`config.mk`:
```
export PLATFORM = sky130hd
export DESIGN_NAME = ata_taskfile_ctrl
export DESIGN_NICKNAME = d
export VERILOG_FILES = /design/src/rtl/ata_tf_pkg.sv /design/src/rtl/ata_tf_fsm.sv /design/src/rtl/ata_tf_regs.sv /design/src/rtl/ata_tf_wordcnt.sv /design/src/rtl/ata_taskfile_ctrl.sv
export SDC_FILE = /design/constraint.sdc
export NUM_CORES = 1
export LEC_CHECK = 0
export BUFFER_PORTS_ARGS = -buffer_cell sky130_fd_sc_hd__buf_4
export CAP_MARGIN = 20
export CORE_MARGIN = 2
export CORE_UTILIZATION = 25
export CTS_CLUSTER_SIZE = 16
export DETAILED_ROUTE_END_ITERATION = 10
export MAX_ROUTING_LAYER = met4
export PLACE_DENSITY = 0.4
export SLEW_MARGIN = 40
export SYNTH_ARGS = -nofsm -noshare
export SYNTH_HDL_FRONTEND = slang
export SYNTH_SLANG_ARGS = --single-unit
export TNS_END_PERCENT = 30
```
`constraint.sdc`:
```
create_clock -name clk -period 2.9 [get_ports clk]
set_clock_uncertainty 0.2 [all_clocks]
set_input_delay 0.29 -clock clk [delete_from_list [all_inputs] [get_ports clk]]
set_output_delay 0.29 -clock clk [all_outputs]
set_load 0.05 [all_outputs]
```
`src/rtl/ata_tf_pkg.sv`:
```
package ata_tf_pkg;

    typedef enum logic [2:0] {
        ST_RST  = 3'd0,
        ST_SRST = 3'd1,
        ST_IDLE = 3'd2,
        ST_EXEC = 3'd3,
        ST_SETM = 3'd4,
        ST_DRQ  = 3'd5
    } tf_state_e;

    typedef struct packed {
        logic [7:0] feature;
        logic [7:0] count;
        logic [7:0] sector;
        logic [7:0] cyl_lo;
        logic [7:0] cyl_hi;
        logic [7:0] devhead;
    } tf_regs_t;

    localparam logic [2:0] A_DATA    = 3'd0;
    localparam logic [2:0] A_ERRFEAT = 3'd1;
    localparam logic [2:0] A_COUNT   = 3'd2;
    localparam logic [2:0] A_SECTOR  = 3'd3;
    localparam logic [2:0] A_CYLLO   = 3'd4;
    localparam logic [2:0] A_CYLHI   = 3'd5;
    localparam logic [2:0] A_DEVHEAD = 3'd6;
    localparam logic [2:0] A_STATCMD = 3'd7;
    localparam logic [2:0] A_CTRL    = 3'd6;

    localparam logic [7:0] CMD_SETMULT = 8'hC6;
    localparam logic [7:0] ERR_ABORT   = 8'h04;
    localparam logic [7:0] ERR_SIGN    = 8'h01;

    localparam int CTL_NIEN_BIT = 1;
    localparam int CTL_SRST_BIT = 2;

endpackage

```
`src/rtl/ata_tf_fsm.sv`:
```
module ata_tf_fsm
    import ata_tf_pkg::*;
#(
    parameter int RST_CYCLES = 8
) (
    input  logic      clk,
    input  logic      rst_n,
    input  logic      srst_set,
    input  logic      srst_clr,
    input  logic      cmd_we,
    input  logic      cmd_is_setm,
    input  logic      setm_ok,
    input  logic      be_done,
    input  logic      be_error,
    input  logic      be_data_rdy,
    input  logic      blk_last,
    output tf_state_e state,
    output logic      sig_load,
    output logic      go_drq,
    output logic      fin_ok,
    output logic      fin_err
);

    localparam int RCW = $clog2(RST_CYCLES + 1);

    tf_state_e      nxt;
    logic [RCW-1:0] rcnt;
    logic           rst_done;

    assign rst_done = (rcnt == RCW'(RST_CYCLES - 1));

    always_ff @(posedge clk or negedge rst_n) begin
        if (!rst_n) begin
            state <= ST_RST;
            rcnt  <= '0;
        end else begin
            state <= nxt;
            rcnt  <= (state == ST_RST && !srst_set && !rst_done) ? rcnt + 1'b1 : '0;
        end
    end

    always_comb begin
        nxt = state;
        if (srst_set) begin
            nxt = ST_SRST;
        end else begin
            unique case (state)
                ST_RST:  if (rst_done) nxt = ST_IDLE;
                ST_SRST: if (srst_clr) nxt = ST_RST;
                ST_IDLE: if (cmd_we) nxt = cmd_is_setm ? ST_SETM : ST_EXEC;
                ST_EXEC: begin
                    if (be_error || be_done) nxt = ST_IDLE;
                    else if (be_data_rdy)    nxt = ST_DRQ;
                end
                ST_SETM: nxt = ST_IDLE;
                ST_DRQ:  if (blk_last) nxt = ST_EXEC;
                default: nxt = ST_RST;
            endcase
        end
    end

    always_comb begin
        sig_load = !srst_set && (state == ST_RST) && rst_done;
        go_drq   = !srst_set && (state == ST_EXEC) && !be_error && !be_done && be_data_rdy;
        fin_ok   = !srst_set && (((state == ST_EXEC) && !be_error && be_done) ||
                                 ((state == ST_SETM) && setm_ok));
        fin_err  = !srst_set && (((state == ST_EXEC) && be_error) ||
                                 ((state == ST_SETM) && !setm_ok));
    end

endmodule

```
`src/rtl/ata_tf_regs.sv`:
```
module ata_tf_regs
    import ata_tf_pkg::*;
(
    input  logic       clk,
    input  logic       rst_n,
    input  logic       reg_we,
    input  logic [2:0] reg_sel,
    input  logic [7:0] wval,
    input  logic       cmd_we,
    input  logic       sig_load,
    input  logic       err_load,
    input  logic [7:0] err_val,
    output tf_regs_t   cur,
    output tf_regs_t   prm,
    output logic [7:0] err_reg
);

    always_ff @(posedge clk or negedge rst_n) begin
        if (!rst_n) begin
            cur     <= '0;
            prm     <= '0;
            err_reg <= '0;
        end else begin
            if (sig_load) begin
                cur.count   <= 8'd1;
                cur.sector  <= 8'd1;
                cur.cyl_lo  <= 8'd0;
                cur.cyl_hi  <= 8'd0;
                cur.devhead <= 8'd0;
            end else if (reg_we) begin
                unique case (reg_sel)
                    A_ERRFEAT: cur.feature <= wval;
                    A_COUNT:   cur.count   <= wval;
                    A_SECTOR:  cur.sector  <= wval;
                    A_CYLLO:   cur.cyl_lo  <= wval;
                    A_CYLHI:   cur.cyl_hi  <= wval;
                    A_DEVHEAD: cur.devhead <= wval;
                    default:   ;
                endcase
            end
            if (cmd_we) prm <= cur;
            if (sig_load)      err_reg <= ERR_SIGN;
            else if (err_load) err_reg <= err_val;
        end
    end

endmodule

```
`src/rtl/ata_tf_wordcnt.sv`:
```
module ata_tf_wordcnt #(
    parameter int WORDS    = 256,
    parameter int MAX_SECT = 128
) (
    input  logic       clk,
    input  logic       rst_n,
    input  logic       start,
    input  logic [7:0] sectors,
    input  logic       step,
    output logic       last
);

    localparam int CW = $clog2(WORDS * MAX_SECT);

    logic [CW-1:0] cnt;
    logic [CW-1:0] lim;

    always_ff @(posedge clk or negedge rst_n) begin
        if (!rst_n) begin
            cnt <= '0;
            lim <= '0;
        end else if (start) begin
            cnt <= '0;
            lim <= CW'(int'(sectors) * WORDS - 1);
        end else if (step) begin
            cnt <= cnt + 1'b1;
        end
    end

    assign last = step && (cnt == lim);

endmodule

```
`src/rtl/ata_taskfile_ctrl.sv`:
```
module ata_taskfile_ctrl
    import ata_tf_pkg::*;
#(
    parameter int WORDS_PER_SECT = 256,
    parameter int MAX_SECT       = 128,
    parameter int RST_CYCLES     = 8
) (
    input  logic        clk,
    input  logic        rst_n,
    input  logic        cs,
    input  logic        blk_sel,
    input  logic [2:0]  addr,
    input  logic        rd,
    input  logic        wr,
    input  logic [15:0] wdata,
    output logic [15:0] rdata,
    output logic        intrq,
    output logic        cmd_start,
    output logic [7:0]  cmd_code,
    output logic [7:0]  prm_feature,
    output logic [7:0]  prm_count,
    output logic [7:0]  prm_sector,
    output logic [15:0] prm_cyl,
    output logic [7:0]  prm_devhead,
    input  logic        be_done,
    input  logic        be_error,
    input  logic [7:0]  be_err_code,
    input  logic        be_data_rdy,
    input  logic        be_multi,
    input  logic [15:0] pio_data,
    output logic        data_xfer
);

    tf_state_e  state;
    tf_regs_t   cur, prm;
    logic [7:0] err_reg, mult_size, sel_sect, err_val, status;
    logic       bsy, drq, drdy, err_q, intr_pend, nien, exec_st;
    logic       wr_cb, rd_cb, ctl_wr, srst_set, srst_clr, reg_we, cmd_we;
    logic       cmd_is_setm, setm_ok, status_rd, alt_rd;
    logic       sig_load, go_drq, fin_ok, fin_err, blk_last;

    assign bsy     = (state == ST_RST) || (state == ST_SRST) ||
                     (state == ST_EXEC) || (state == ST_SETM);
    assign drq     = (state == ST_DRQ);
    assign drdy    = (state != ST_RST) && (state != ST_SRST);
    assign exec_st = (state == ST_EXEC);
    assign status  = {bsy, drdy, 2'b00, drq, 2'b00, err_q};

    assign wr_cb       = cs && wr && !blk_sel;
    assign rd_cb       = cs && rd && !blk_sel;
    assign ctl_wr      = cs && wr && blk_sel && (addr == A_CTRL);
    assign srst_set    = ctl_wr && wdata[CTL_SRST_BIT];
    assign srst_clr    = ctl_wr && !wdata[CTL_SRST_BIT];
    assign reg_we      = wr_cb && (state == ST_IDLE) && (addr != A_DATA) && (addr != A_STATCMD);
    assign cmd_we      = wr_cb && (state == ST_IDLE) && (addr == A_STATCMD);
    assign cmd_is_setm = (wdata[7:0] == CMD_SETMULT);
    assign status_rd   = rd_cb && (addr == A_STATCMD);
    assign alt_rd      = cs && rd && blk_sel && (addr == A_CTRL);
    assign data_xfer   = cs && (rd || wr) && !blk_sel && (addr == A_DATA) && drq;
    assign setm_ok     = (prm.count != 8'd0) && (prm.count != 8'd1) &&
                         ((prm.count & (prm.count - 8'd1)) == 8'd0);
    assign err_val     = (state == ST_SETM) ? ERR_ABORT : be_err_code;
    assign sel_sect    = (be_multi && (mult_size != 8'd0)) ? mult_size : 8'd1;

    ata_tf_fsm #(.RST_CYCLES(RST_CYCLES)) u_fsm (
        .clk         (clk),
        .rst_n       (rst_n),
        .srst_set    (srst_set),
        .srst_clr    (srst_clr),
        .cmd_we      (cmd_we),
        .cmd_is_setm (cmd_is_setm),
        .setm_ok     (setm_ok),
        .be_done     (be_done),
        .be_error    (be_error),
        .be_data_rdy (be_data_rdy),
        .blk_last    (blk_last),
        .state       (state),
        .sig_load    (sig_load),
        .go_drq      (go_drq),
        .fin_ok      (fin_ok),
        .fin_err     (fin_err)
    );

    ata_tf_regs u_regs (
        .clk      (clk),
        .rst_n    (rst_n),
        .reg_we   (reg_we),
        .reg_sel  (addr),
        .wval     (wdata[7:0]),
        .cmd_we   (cmd_we),
        .sig_load (sig_load),
        .err_load (fin_err),
        .err_val  (err_val),
        .cur      (cur),
        .prm      (prm),
        .err_reg  (err_reg)
    );

    ata_tf_wordcnt #(.WORDS(WORDS_PER_SECT), .MAX_SECT(MAX_SECT)) u_wcnt (
        .clk     (clk),
        .rst_n   (rst_n),
        .start   (go_drq),
        .sectors (sel_sect),
        .step    (data_xfer),
        .last    (blk_last)
    );

    always_ff @(posedge clk or negedge rst_n) begin
        if (!rst_n) begin
            err_q     <= 1'b0;
            intr_pend <= 1'b0;
            nien      <= 1'b0;
            mult_size <= 8'd0;
            cmd_start <= 1'b0;
            cmd_code  <= 8'd0;
        end else begin
            cmd_start <= cmd_we && !cmd_is_setm;
            if (cmd_we) cmd_code <= wdata[7:0];
            if (ctl_wr) nien <= wdata[CTL_NIEN_BIT];
            if (srst_set || cmd_we) err_q <= 1'b0;
            else if (fin_err)       err_q <= 1'b1;
            if (srst_set || cmd_we)                 intr_pend <= 1'b0;
            else if (go_drq || fin_ok || fin_err)   intr_pend <= 1'b1;
            else if (status_rd)                     intr_pend <= 1'b0;
            if ((state == ST_SETM) && setm_ok && !srst_set) mult_size <= prm.count;
        end
    end

    assign intrq       = intr_pend && !nien;
    assign prm_feature = prm.feature;
    assign prm_count   = prm.count;
    assign prm_sector  = prm.sector;
    assign prm_cyl     = {prm.cyl_hi, prm.cyl_lo};
    assign prm_devhead = prm.devhead;

    always_comb begin
        rdata = 16'h0000;
        if (cs && rd) begin
            if (blk_sel) begin
                if (addr == A_CTRL) rdata = {8'h00, status};
            end else if (bsy) begin
                rdata = 16'h0080;
            end else begin
                unique case (addr)
                    A_DATA:    rdata = drq ? pio_data : 16'h0000;
                    A_ERRFEAT: rdata = {8'h00, err_reg};
                    A_COUNT:   rdata = {8'h00, cur.count};
                    A_SECTOR:  rdata = {8'h00, cur.sector};
                    A_CYLLO:   rdata = {8'h00, cur.cyl_lo};
                    A_CYLHI:   rdata = {8'h00, cur.cyl_hi};
                    A_DEVHEAD: rdata = {8'h00, cur.devhead};
                    A_STATCMD: rdata = {8'h00, status};
                    default:   rdata = 16'h0000;
                endcase
            end
        end
    end

endmodule

```
==> reports/summary.txt, run 1 <==
========================================================================================================
Result of the run ......................................................................... finished, final reports clean
# rows ....................................................................................           62
Tmin final ................................................................................      2.80 ns
Total Die Area ............................................................................    30900 µm²
Static power due to leakage ...............................................................      4.69 nW
Yosys reg bits ............................................................................          154
Fraction of layout cells with a size suffix above 1 .......................................        0.327
Final-report hold violation count .........................................................            0
First-pass GRT wire length ................................................................     35200 µm
Part of the power in combinational logic ..................................................        0.295
Placer's final routability congestion estimate ............................................        0.827
Type of the worst setup path ..............................................................      reg2out
Post-CTS clock slew at the launch and capture registers of the worst setup and hold paths .      0.07 ns
Wire length reported by the detailed router ...............................................     22500 µm
Setup repair after global routing missed its margin .......................................          yes
Port Buf Inserts ..........................................................................          119
Maximum fanout count along the critical path ..............................................           10
Initial antenna violation count ...........................................................            0
Area growth from synthesis to layout ......................................................        29.7%
Largest net degree at the start of global routing .........................................           58
Max-slew violations .......................................................................            0
Number of global-route vias before repair .................................................         5977
Final Instance Count excl. Fillers ........................................................         1201
Net load switching power ..................................................................      2.68 mW
Max-cap violations ........................................................................            0
Synthesized area ..........................................................................     7370 µm²
Total clock sinks .........................................................................          154
Root buffer cell ..........................................................................    clkbuf_16
Horizontal die dimension ..................................................................       176 µm
Placeable Area ............................................................................    28900 µm²
Number of CTS-inserted buffers ............................................................           17
Tot Pwr ...................................................................................      7.43 mW
Wire length per cell after detailed routing ...............................................      18.8 µm
Gr usage total ............................................................................        0.155
Clock tree from TritonCTS .................................................................          yes
Peak VDD IR ...............................................................................       391 µV
Violation count after the first detailed-routing iteration ................................          290
Vertical die dimension ....................................................................       176 µm
Via density per instance ..................................................................         4.68
Setup violators final .....................................................................            0
Global route total overflow ...............................................................            0
Class of the worst hold path ..............................................................       in2reg
Power density cells .......................................................................   777 nW/µm²
Launching element type of the critical path ...............................................    flip-flop
Nets ......................................................................................          860
Most common library cells after synthesis ................................................. dfrtp_1 (154), nor2_1 (75), mux2_2 (67), mux2i_1 (56), nand2_1 (39)
Maximum clock path buffer count ...........................................................            2
Clock network latency to the later pin of the worst-skew pair .............................      0.43 ns
Actual transition at the worst max-transition pin .........................................     0.809 ns
Post-Synthesis Mean Instance Area .........................................................     11.2 µm²
Data required time at the worst endpoint ..................................................      2.41 ns
Most common flop cell mapped by yosys .....................................................      dfrtp_1
Max_slew headroom .........................................................................        0.461
Count of yosys warnings during synthesis ..................................................            0
Gate Count Post-Synth .....................................................................          660
Period utilization ........................................................................        0.966
Dominant cells by area after synthesis .................................................... dfrtp_1 (52%), mux2_2 (10%), mux2i_1 (7.6%), nor2_1 (3.8%), nand2_1 (2.0%)
Starting utilization of the core area .....................................................        0.255
Final antenna-violating net count .........................................................            0
Max H-tree Level ..........................................................................            4
Portion of total power attributed to the clock network ....................................        0.300
I/O pin cnt ...............................................................................          128
DR vias ...................................................................................         5624
Sequential fraction of design power .......................................................        0.406
Switching share of total power ............................................................        0.360
Cell type with the largest total area after synthesis .....................................      dfrtp_1
Upper clock frequency limit ...............................................................      357 MHz
Internal Power ............................................................................      4.76 mW
Sequential element share of the synthesized area ..........................................        0.523
Antenna diode count .......................................................................            0
Post-synth EDFFs ..........................................................................            0
Post-synth cell types .....................................................................           55
Area fraction of the dominant cell type after synthesis ...................................        0.523
Ys async rst share ........................................................................         1.00
Crit path capture type ....................................................................   output pin
Data arrival time of the worst path .......................................................      2.31 ns
Number of remaining DRC errors ............................................................            0
1st-pass router iterations ................................................................            4
Final hold slack ..........................................................................    0.0155 ns
Synthesized netlist net count .............................................................          716
Library cell with the highest instance count after synthesis ..............................      dfrtp_1
Number of placed instances, taps included .................................................         1159
Registers with the most flip-flops ........................................................ u_regs.cur: 48 flops, u_regs.prm: 48 flops, u_wcnt.cnt: 15 flops
Detail Placement HPWL .....................................................................     16200 µm
========================================================================================================
[placed cells by master (no fill, tap or decap), drive strengths merged, types with 9 or more instances in the layout]
cell type    instances
nor2                75
and2                11
dfrtp              154
dlygate4sd3         10
nand2               39
xnor2                9
mux2i               56
a21oi               20
xor2                15
mux2                72
nor3                15
o21ai               19
nand3               20
inv                 13
buf                151
clkbuf              19
[metrics by stage]
| step | TNS [ns] | worst slack, ns | instance area, µm² | util |
|---|---|---|---|---|
| after floorplan | -0.930 | -0.383 | 7380 | - |
| after global placement | 0 | 0.236 | 8870 | 0.307 |
| final | 0 | 0.0972 | 9560 | 0.331 |
| after detailed placement | 0 | 0.205 | 8870 | 0.307 |
| after global routing | -0.0197 | -0.0197 | 9560 | 0.331 |
| after CTS | 0 | 0.00763 | 9550 | 0.331 |
[cells by family after synthesis]
logic type / synth area share
compound gates: 0.0830
xor+xnor: 0.0285
fa+ha+maj: 0.00645
buf+inv: 0.0275
flops: 0.523
mux: 0.189
simple gates: 0.143
[final timing paths]
| kind | start | to | slack (ns) | cells after the start |
|---|---|---|---|---|
| max | u_fsm.state[0] | rdata[6] | 0.1 | 8 |
| min reg2reg | u_fsm.rcnt[0] | u_fsm.rcnt[0] | 0.27 | 1 |
| max in group asynchronous | rst_n | u_regs.prm[46] | 1.58 | 3 |
| min in group asynchronous | rst_n | u_regs.prm[32] | 0.17 | 2 |
| max reg2reg | u_fsm.state[2] | u_regs.prm[16] | 0.21 | 5 |
| min | wdata[0] | u_regs.cur[24] | 0.02 | 3 |
[critical path: stages (launching register included)]
cell	delay, ns
dfrtp_1	0.38
buf_4	0.17
and3b_2	0.24
buf_4	0.18
nand3_1	0.11
o221ai_1	0.11
a221oi_1	0.27
o32ai_1	0.20
buf_4	0.23
[routing by layer]
metal,wire length (µm),vias to the layer above,part of all wire,GRT usage
li1,-,2652,-,-
met1,10300,2835,0.46,0.196
met2,11000,111,0.49,0.249
met3,845,26,0.037,0.0333
met4,412,0,0.018,0.0461
met5,0,-,0,-
[cell type report]
cell class / instances / area, µm²
fillers: 2960 / 19300
multi-input cells: 460 / 3340
clock inverters: 13 / 144
flip-flops and latches: 154 / 3850
well taps: 384 / 480
inverters: 10 / 37.5
clock buffers: 19 / 433
repair buffers: 161 / 1270
[power groups by stage]
stage | clock network [mW] | registers, mW | logic (mW)
5_1_grt | 2.41 | 3.09 | 2.36
6_report | 2.23 | 3.01 | 2.19
4_1_cts | 2.30 | 3.02 | 2.22
2_1_floorplan | 0 | 3.42 | 0.967
3_5_place_dp | 0 | 3.05 | 2.20
3_3_place_gp | 0 | 3.04 | 2.17
[repair_timing]
action,4_1_cts,5_1_grt
hold endpoints to repair,56,0
setup buffers,0,0
hold buffers,10,0
setup endpoints to repair,1,11
gates cloned,0,0
gates resized for setup,1,3
(Power assumes the default switching activity.)
==> run 2, diff against run 1 <==
--- a/config.mk
+++ b/config.mk
@@ -13,6 +13,7 @@
 export DETAILED_ROUTE_END_ITERATION = 10
 export MAX_ROUTING_LAYER = met4
 export PLACE_DENSITY = 0.4
+export RECOVER_POWER = 25
 export SLEW_MARGIN = 40
 export SYNTH_ARGS = -nofsm -noshare
 export SYNTH_HDL_FRONTEND = slang
==> reports/summary.txt, run 2 (synthesis gave the netlist of run 1 again) <==
========================================================================================================
Vertical die dimension ....................................................................       176 µm   unchanged
Actual transition at the worst max-transition pin .........................................      1.23 ns   +0.418 ns
Type of the worst setup path ..............................................................      reg2out
Logic depth of the worst register-to-register path ........................................            6   +1
Launching element of the worst setup path ................................................. u_fsm.state[1]
Number of CTS-inserted buffers ............................................................           17   unchanged
Cell chain of the critical path ........................................................... buf_4 > and3b_2 > buf_4 > nand3_1 > o221ai_1 > a221oi_1 > o32ai_1 > buf_4
Power density cells .......................................................................   778 nW/µm²   +0.14%
Critical R2R Launch ....................................................................... u_fsm.state[2]
Slowest cell delay on critical path .......................................................      0.35 ns   -0.03 ns
Largest net degree at the start of global routing .........................................           58   unchanged
Area growth from synthesis to layout ......................................................        29.4%
Family with the most delay on the worst path .............................................. buffers and inverters
Critical path's most frequent cell ........................................................        buf_4
Final TNS setup ...........................................................................         0 ns   unchanged
Wire length reported by the detailed router ...............................................     22600 µm   +0.19%
Slowest cell on crit path .................................................................      dfrtp_1
Number of global-route vias before repair .................................................         5977   unchanged
Commonest cells after routing, fill and taps aside ........................................ dfrtp_1 (154), buf_4 (147), nor2_1 (74)
Setup repair after global routing missed its margin .......................................          yes
Most common library cell in the layout ignoring fill and taps .............................      dfrtp_1
Detail Placement HPWL .....................................................................     16200 µm   unchanged
Total Die Area ............................................................................    30900 µm²   unchanged
Period utilization ........................................................................        0.960   -0.00643
Gr usage total ............................................................................        0.155   unchanged
Data required time at the worst endpoint ..................................................      2.41 ns   about the same
Max-cap violations ........................................................................            0   unchanged
Total clock sinks .........................................................................          154   unchanged
Initial antenna violation count ...........................................................            0   unchanged
Violation count after the first detailed-routing iteration ................................          271   -6.6%
Port Buf Inserts ..........................................................................          119   unchanged
# rows ....................................................................................           62   unchanged
Hold Crit Endpoint ........................................................................ u_regs.cur[24]
Final antenna-violating net count .........................................................            0   unchanged
Global route total overflow ...............................................................            0   unchanged
Hold Path Stages ..........................................................................            3   unchanged
Setup violators final .....................................................................            0   unchanged
First-pass GRT wire length ................................................................     35200 µm   unchanged
Data arrival time of the worst path .......................................................      2.29 ns   -0.02 ns
Number of buffer and inverter instances along the worst setup path ........................            3   unchanged
Starting utilization of the core area .....................................................        0.255   unchanged
Crit path capture type ....................................................................   output pin
Tmin final ................................................................................      2.78 ns   -0.0186 ns
Peak VDD IR ...............................................................................       393 µV   +0.34%
Final-report hold violation count .........................................................            0   unchanged
Launching element type of the critical path ...............................................    flip-flop
DR vias ...................................................................................         5632   +0.14%
Upper clock frequency limit ...............................................................      359 MHz   +0.67%
Result of the run ......................................................................... finished, final reports clean
Wire length per cell after detailed routing ...............................................      18.8 µm   +0.19%
Class of the worst hold path ..............................................................       in2reg
Clock network latency to the later pin of the worst-skew pair .............................      0.43 ns   about the same
Max-slew violations .......................................................................            0   unchanged
Startpoint of the tightest hold check path ................................................     wdata[0]
Post-CTS clock slew at the launch and capture registers of the worst setup and hold paths .      0.06 ns   about the same
Reg-to-reg endpoint ....................................................................... u_regs.cur[13]
Horizontal die dimension ..................................................................       176 µm   unchanged
Placer's final routability congestion estimate ............................................        0.827   unchanged
Root buffer cell ..........................................................................    clkbuf_16
Final hold slack ..........................................................................    0.0185 ns   +0.00303 ns
Setup Buffers After CTS ...................................................................            0   unchanged
Max H-tree Level ..........................................................................            4   unchanged
I/O pin cnt ...............................................................................          128   unchanged
Via density per instance ..................................................................         4.69   +0.14%
Max_slew headroom .........................................................................        0.182   -0.278
Tot Pwr ...................................................................................      7.43 mW   about the same
Maximum clock path buffer count ...........................................................            2   unchanged
Nets ......................................................................................          860   unchanged
Setup slack, reg-to-reg ...................................................................      0.20 ns   about the same
Static power due to leakage ...............................................................      4.68 nW   -0.14%
Registers with the most flip-flops ........................................................ u_regs.cur: 48 flops, u_regs.prm: 48 flops, u_wcnt.cnt: 15 flops
Fraction of layout cells with a size suffix above 1 .......................................        0.327   unchanged
Number of remaining DRC errors ............................................................            0   unchanged
Antenna diode count .......................................................................            0   unchanged
Placeable Area ............................................................................    28900 µm²   unchanged
Maximum fanout count along the critical path ..............................................           13   +3
Clock tree from TritonCTS .................................................................          yes
1st-pass router iterations ................................................................            4   unchanged
========================================================================================================
## run 2: repair_timing
item                       4_1_cts  5_1_grt
hold buffers                    10        0
resized for setup                1        3
setup endpoints to repair        1       11
hold endpoints to repair        56        0
pin swaps                        0        0
## run 2: area by class of cell
class | instances | area [µm²]
inverters | 10 | 37.5
multi-input cells | 460 | 3340
well taps | 384 | 480
fillers | 2962 | 19300
clock inverters | 13 | 144
clock buffers | 19 | 433
repair buffers | 161 | 1260
flip-flops and latches | 154 | 3850
## run 2: stage by stage
stage               setup WS [ns]  cells   util  cell area, µm²
floorplan                  -0.383    660      -            7380
global placement            0.236   1159  0.307            8870
detailed placement          0.205   1159  0.307            8870
CTS                       0.00763   1201  0.331            9550
global route              -0.0197   1201  0.331            9540
finish                      0.116   1201  0.331            9540
## run 2: power breakdown
group | internal (mW) | switching (mW)
logic | 0.848 | 1.34
clock network | 1.28 | 0.948
registers | 2.63 | 0.386
total | 4.75 | 2.67
## run 2: worst min-delay path, stage by stage
cell and delay (ns):
buf_4 0.17, mux2i_1 0.09, nand2_1 0.06
## run 2: worst max-delay path by stage
stage	end	cells after the start
2_1_floorplan	rdata[4]	7
6_report	rdata[6]	8
3_3_place_gp	u_regs.cur[8]	6
5_1_grt	rdata[6]	8
3_5_place_dp	u_regs.cur[8]	6
4_1_cts	data_xfer	5
## run 2: routing by layer
layer | part of all wire | vias up | GRT usage
li1 | - | 2651 | -
met1 | 0.45 | 2831 | 0.196
met2 | 0.49 | 125 | 0.249
met3 | 0.042 | 25 | 0.0333
met4 | 0.018 | 0 | 0.0461
met5 | 0 | - | -
==> run 3, diff against run 2 <==
--- a/config.mk
+++ b/config.mk
@@ -8,11 +8,11 @@
 export BUFFER_PORTS_ARGS = -buffer_cell sky130_fd_sc_hd__buf_4
 export CAP_MARGIN = 20
 export CORE_MARGIN = 2
-export CORE_UTILIZATION = 25
+export CORE_UTILIZATION = 50
 export CTS_CLUSTER_SIZE = 16
 export DETAILED_ROUTE_END_ITERATION = 10
 export MAX_ROUTING_LAYER = met4
-export PLACE_DENSITY = 0.4
+export PLACE_DENSITY = 0.7
 export RECOVER_POWER = 25
 export SLEW_MARGIN = 40
 export SYNTH_ARGS = -nofsm -noshare
==> reports/summary.txt, run 3 (synthesis gave the netlist of run 1 again) <==
========================================================================================================
Root buffer cell ..........................................................................    clkbuf_16
Via density per instance ..................................................................         5.75   +23%
Total Die Area ............................................................................    15700 µm²   -49%
Global route total overflow ...............................................................            0   unchanged
Setup Buffers After CTS ...................................................................            0   unchanged
Final TNS setup ...........................................................................         0 ns   unchanged
Class of the worst hold path ..............................................................       in2reg
Number of CTS-inserted buffers ............................................................           17   unchanged
Launching element type of the critical path ...............................................    flip-flop
Period utilization ........................................................................        0.946   -0.0144
Area post-placement .......................................................................     8570 µm²   -3.4%
Post-CTS clock slew at the launch and capture registers of the worst setup and hold paths .      0.06 ns   about the same
1st-pass router iterations ................................................................            6   +2
Peak VDD IR ...............................................................................       509 µV   +30%
Gr usage total ............................................................................        0.265   +0.111
Max_slew headroom .........................................................................        0.217   +0.0350
Slowest cell on crit path .................................................................        or4_1
Tmin final ................................................................................      2.74 ns   -0.0417 ns
Max-slew violations .......................................................................            0   unchanged
Antenna diode count .......................................................................            0   unchanged
Area growth from synthesis to layout ......................................................        26.6%
Max-cap violations ........................................................................            0   unchanged
Placer's final routability congestion estimate ............................................        0.858   +3.7%
Nets ......................................................................................          857   -0.35%
Area of all placed cells without fillers ..................................................     9330 µm²   -2.2%
First-pass GRT wire length ................................................................     31700 µm   -9.8%
Actual transition at the worst max-transition pin .........................................      1.17 ns   -0.0525 ns
Final-report hold violation count .........................................................            0   unchanged
Data required time at the worst endpoint ..................................................      2.41 ns   about the same
Violation count after the first detailed-routing iteration ................................          557   +110%
Number of remaining DRC errors ............................................................            0   unchanged
Family with the most delay on the worst path .............................................. simple AND/OR/NAND/NOR gates
Vertical die dimension ....................................................................       125 µm   -29%
Clock network latency to the later pin of the worst-skew pair .............................      0.43 ns   about the same
Number of buffer and inverter instances along the worst setup path ........................            3   unchanged
Data arrival time of the worst path .......................................................      2.25 ns   -0.04 ns
Hold Path Stages ..........................................................................            2   -1
Placeable Area ............................................................................    14500 µm²   -50%
Detail Placement HPWL .....................................................................     13700 µm   -15%
Final antenna-violating net count .........................................................            0   unchanged
Crit path capture type ....................................................................   output pin
Type of the worst setup path ..............................................................      reg2out
Cell chain of the critical path ........................................................... buf_4 > and3b_1 > buf_4 > a21oi_1 > or4_1 > a21oi_1 > buf_4
Commonest cells after routing, fill and taps aside ........................................ dfrtp_1 (154), buf_4 (142), nor2_1 (74)
Port Buf Inserts ..........................................................................          119   unchanged
Final hold slack ..........................................................................    0.0109 ns   -0.00761 ns
Initial antenna violation count ...........................................................            0   unchanged
Power density cells .......................................................................   813 nW/µm²   +4.5%
Static power due to leakage ...............................................................      4.71 nW   +0.51%
Setup violators final .....................................................................            0   unchanged
Post-layout util ..........................................................................        0.645   +0.314
Result of the run ......................................................................... finished, final reports clean
Clock tree from TritonCTS .................................................................          yes
Largest net degree at the start of global routing .........................................           78   +34%
Depth of the critical timing path with buffers and inverters included .....................            7   -1
Wire length per cell after detailed routing ...............................................      19.7 µm   +4.9%
Registers with the most flip-flops ........................................................ u_regs.cur: 48 flops, u_regs.prm: 48 flops, u_wcnt.cnt: 15 flops
Logic depth of the worst register-to-register path ........................................            5   -1
Critical path's most frequent cell ........................................................        buf_4
Most common library cell in the layout ignoring fill and taps .............................      dfrtp_1
Total clock sinks .........................................................................          154   unchanged
Number of filler instances in the final layout ............................................         1161   -61%
Wire length reported by the detailed router ...............................................     19700 µm   -13%
Max H-tree Level ..........................................................................            4   unchanged
DR vias ...................................................................................         5736   +1.8%
Fraction of layout cells with a size suffix above 1 .......................................        0.322   -0.00494
Starting utilization of the core area .....................................................        0.509   +0.254
I/O pin cnt ...............................................................................          128   unchanged
Setup repair after global routing missed its margin .......................................           no
# rows ....................................................................................           44   -29%
Number of global-route vias before repair .................................................         5787   -3.2%
Horizontal die dimension ..................................................................       125 µm   -29%
Maximum fanout count along the critical path ..............................................           13   unchanged
Upper clock frequency limit ...............................................................      365 MHz   +1.5%
Slowest cell delay on critical path .......................................................      0.40 ns   +0.05 ns
Maximum clock path buffer count ...........................................................            2   unchanged
========================================================================================================
run 3: cell count changes in the layout (fill, tap and decap cells not counted), sizes merged:
cell         before  now
buf             149  144
bufinv            2    4
clkinvlp          3    2
dlygate4sd3      10   12
inv              13   12
run 3: cell type report:
| cell class | count | area [µm²] | area share |
|---|---|---|---|
| Timing Repair Buffer | 158 | 1230 | 0.132 |
| Clock buffer | 19 | 453 | 0.0485 |
| Multi-Input combinational cell | 460 | 3330 | 0.357 |
| Tap cell | 184 | 230 | 0.0247 |
| Clock inverter | 13 | 189 | 0.0202 |
| Sequential cell | 154 | 3850 | 0.413 |
| Inverter | 10 | 37.5 | 0.00402 |
run 3: timing repair:
item                                   in CTS  in global routing
resized for setup                           1                  1
endpoints found under the hold margin      58                  0
hold buffers                               12                  0
setup endpoints to repair                   3                  8
run 3: worst reg2reg max path: stages (launching register included):
cell and delay, ns:
dfrtp_1 0.37, or4_1 0.53, a211oi_1 0.23, o21ai_0 0.23, or3_1 0.60, mux2_2 0.36
run 3: report_power, final:
part	leakage [nW]	internal, mW	switching (mW)
Clock	0.310	1.49	0.903
Combinational	2.34	0.851	1.34
Sequential	2.06	2.63	0.376
run 3: path summary, 6_finish.rpt:
check / from / endpoint / slack (ns)
min in group asynchronous: rst_n / u_wcnt.cnt[5] / 0.44
hold reg to reg: u_fsm.rcnt[0] / u_fsm.rcnt[0] / 0.26
max in group asynchronous: rst_n / u_regs.prm[20] / 0.98
setup / recovery: u_fsm.state[1] / rdata[0] / 0.16
setup reg to reg: u_regs.prm[33] / mult_size[2] / 0.27
hold / removal: wdata[4] / u_regs.cur[44] / 0.01
run 3: routing by layer:
layer  wire length (µm)  part of all wire  GRT usage  vias up
li1                   -                 -          -     2649
met1               8620              0.44      0.357     2874
met2               9540              0.48      0.415      190
met3               1250             0.064     0.0552       23
met4                270             0.014     0.0706        0
met5                  0                 0          -        -
run 3: metrics by stage:
| stage | worst slack, ns | instances | total power, mW |
|---|---|---|---|
| after floorplan | -0.383 | 660 | 4.38 |
| after global placement | 0.331 | 954 | 5.14 |
| after detailed placement | 0.235 | 954 | 5.20 |
| after CTS | 0.0856 | 998 | 7.63 |
| after global routing | 0.0440 | 998 | 7.94 |
| final | 0.158 | 998 | 7.59 |
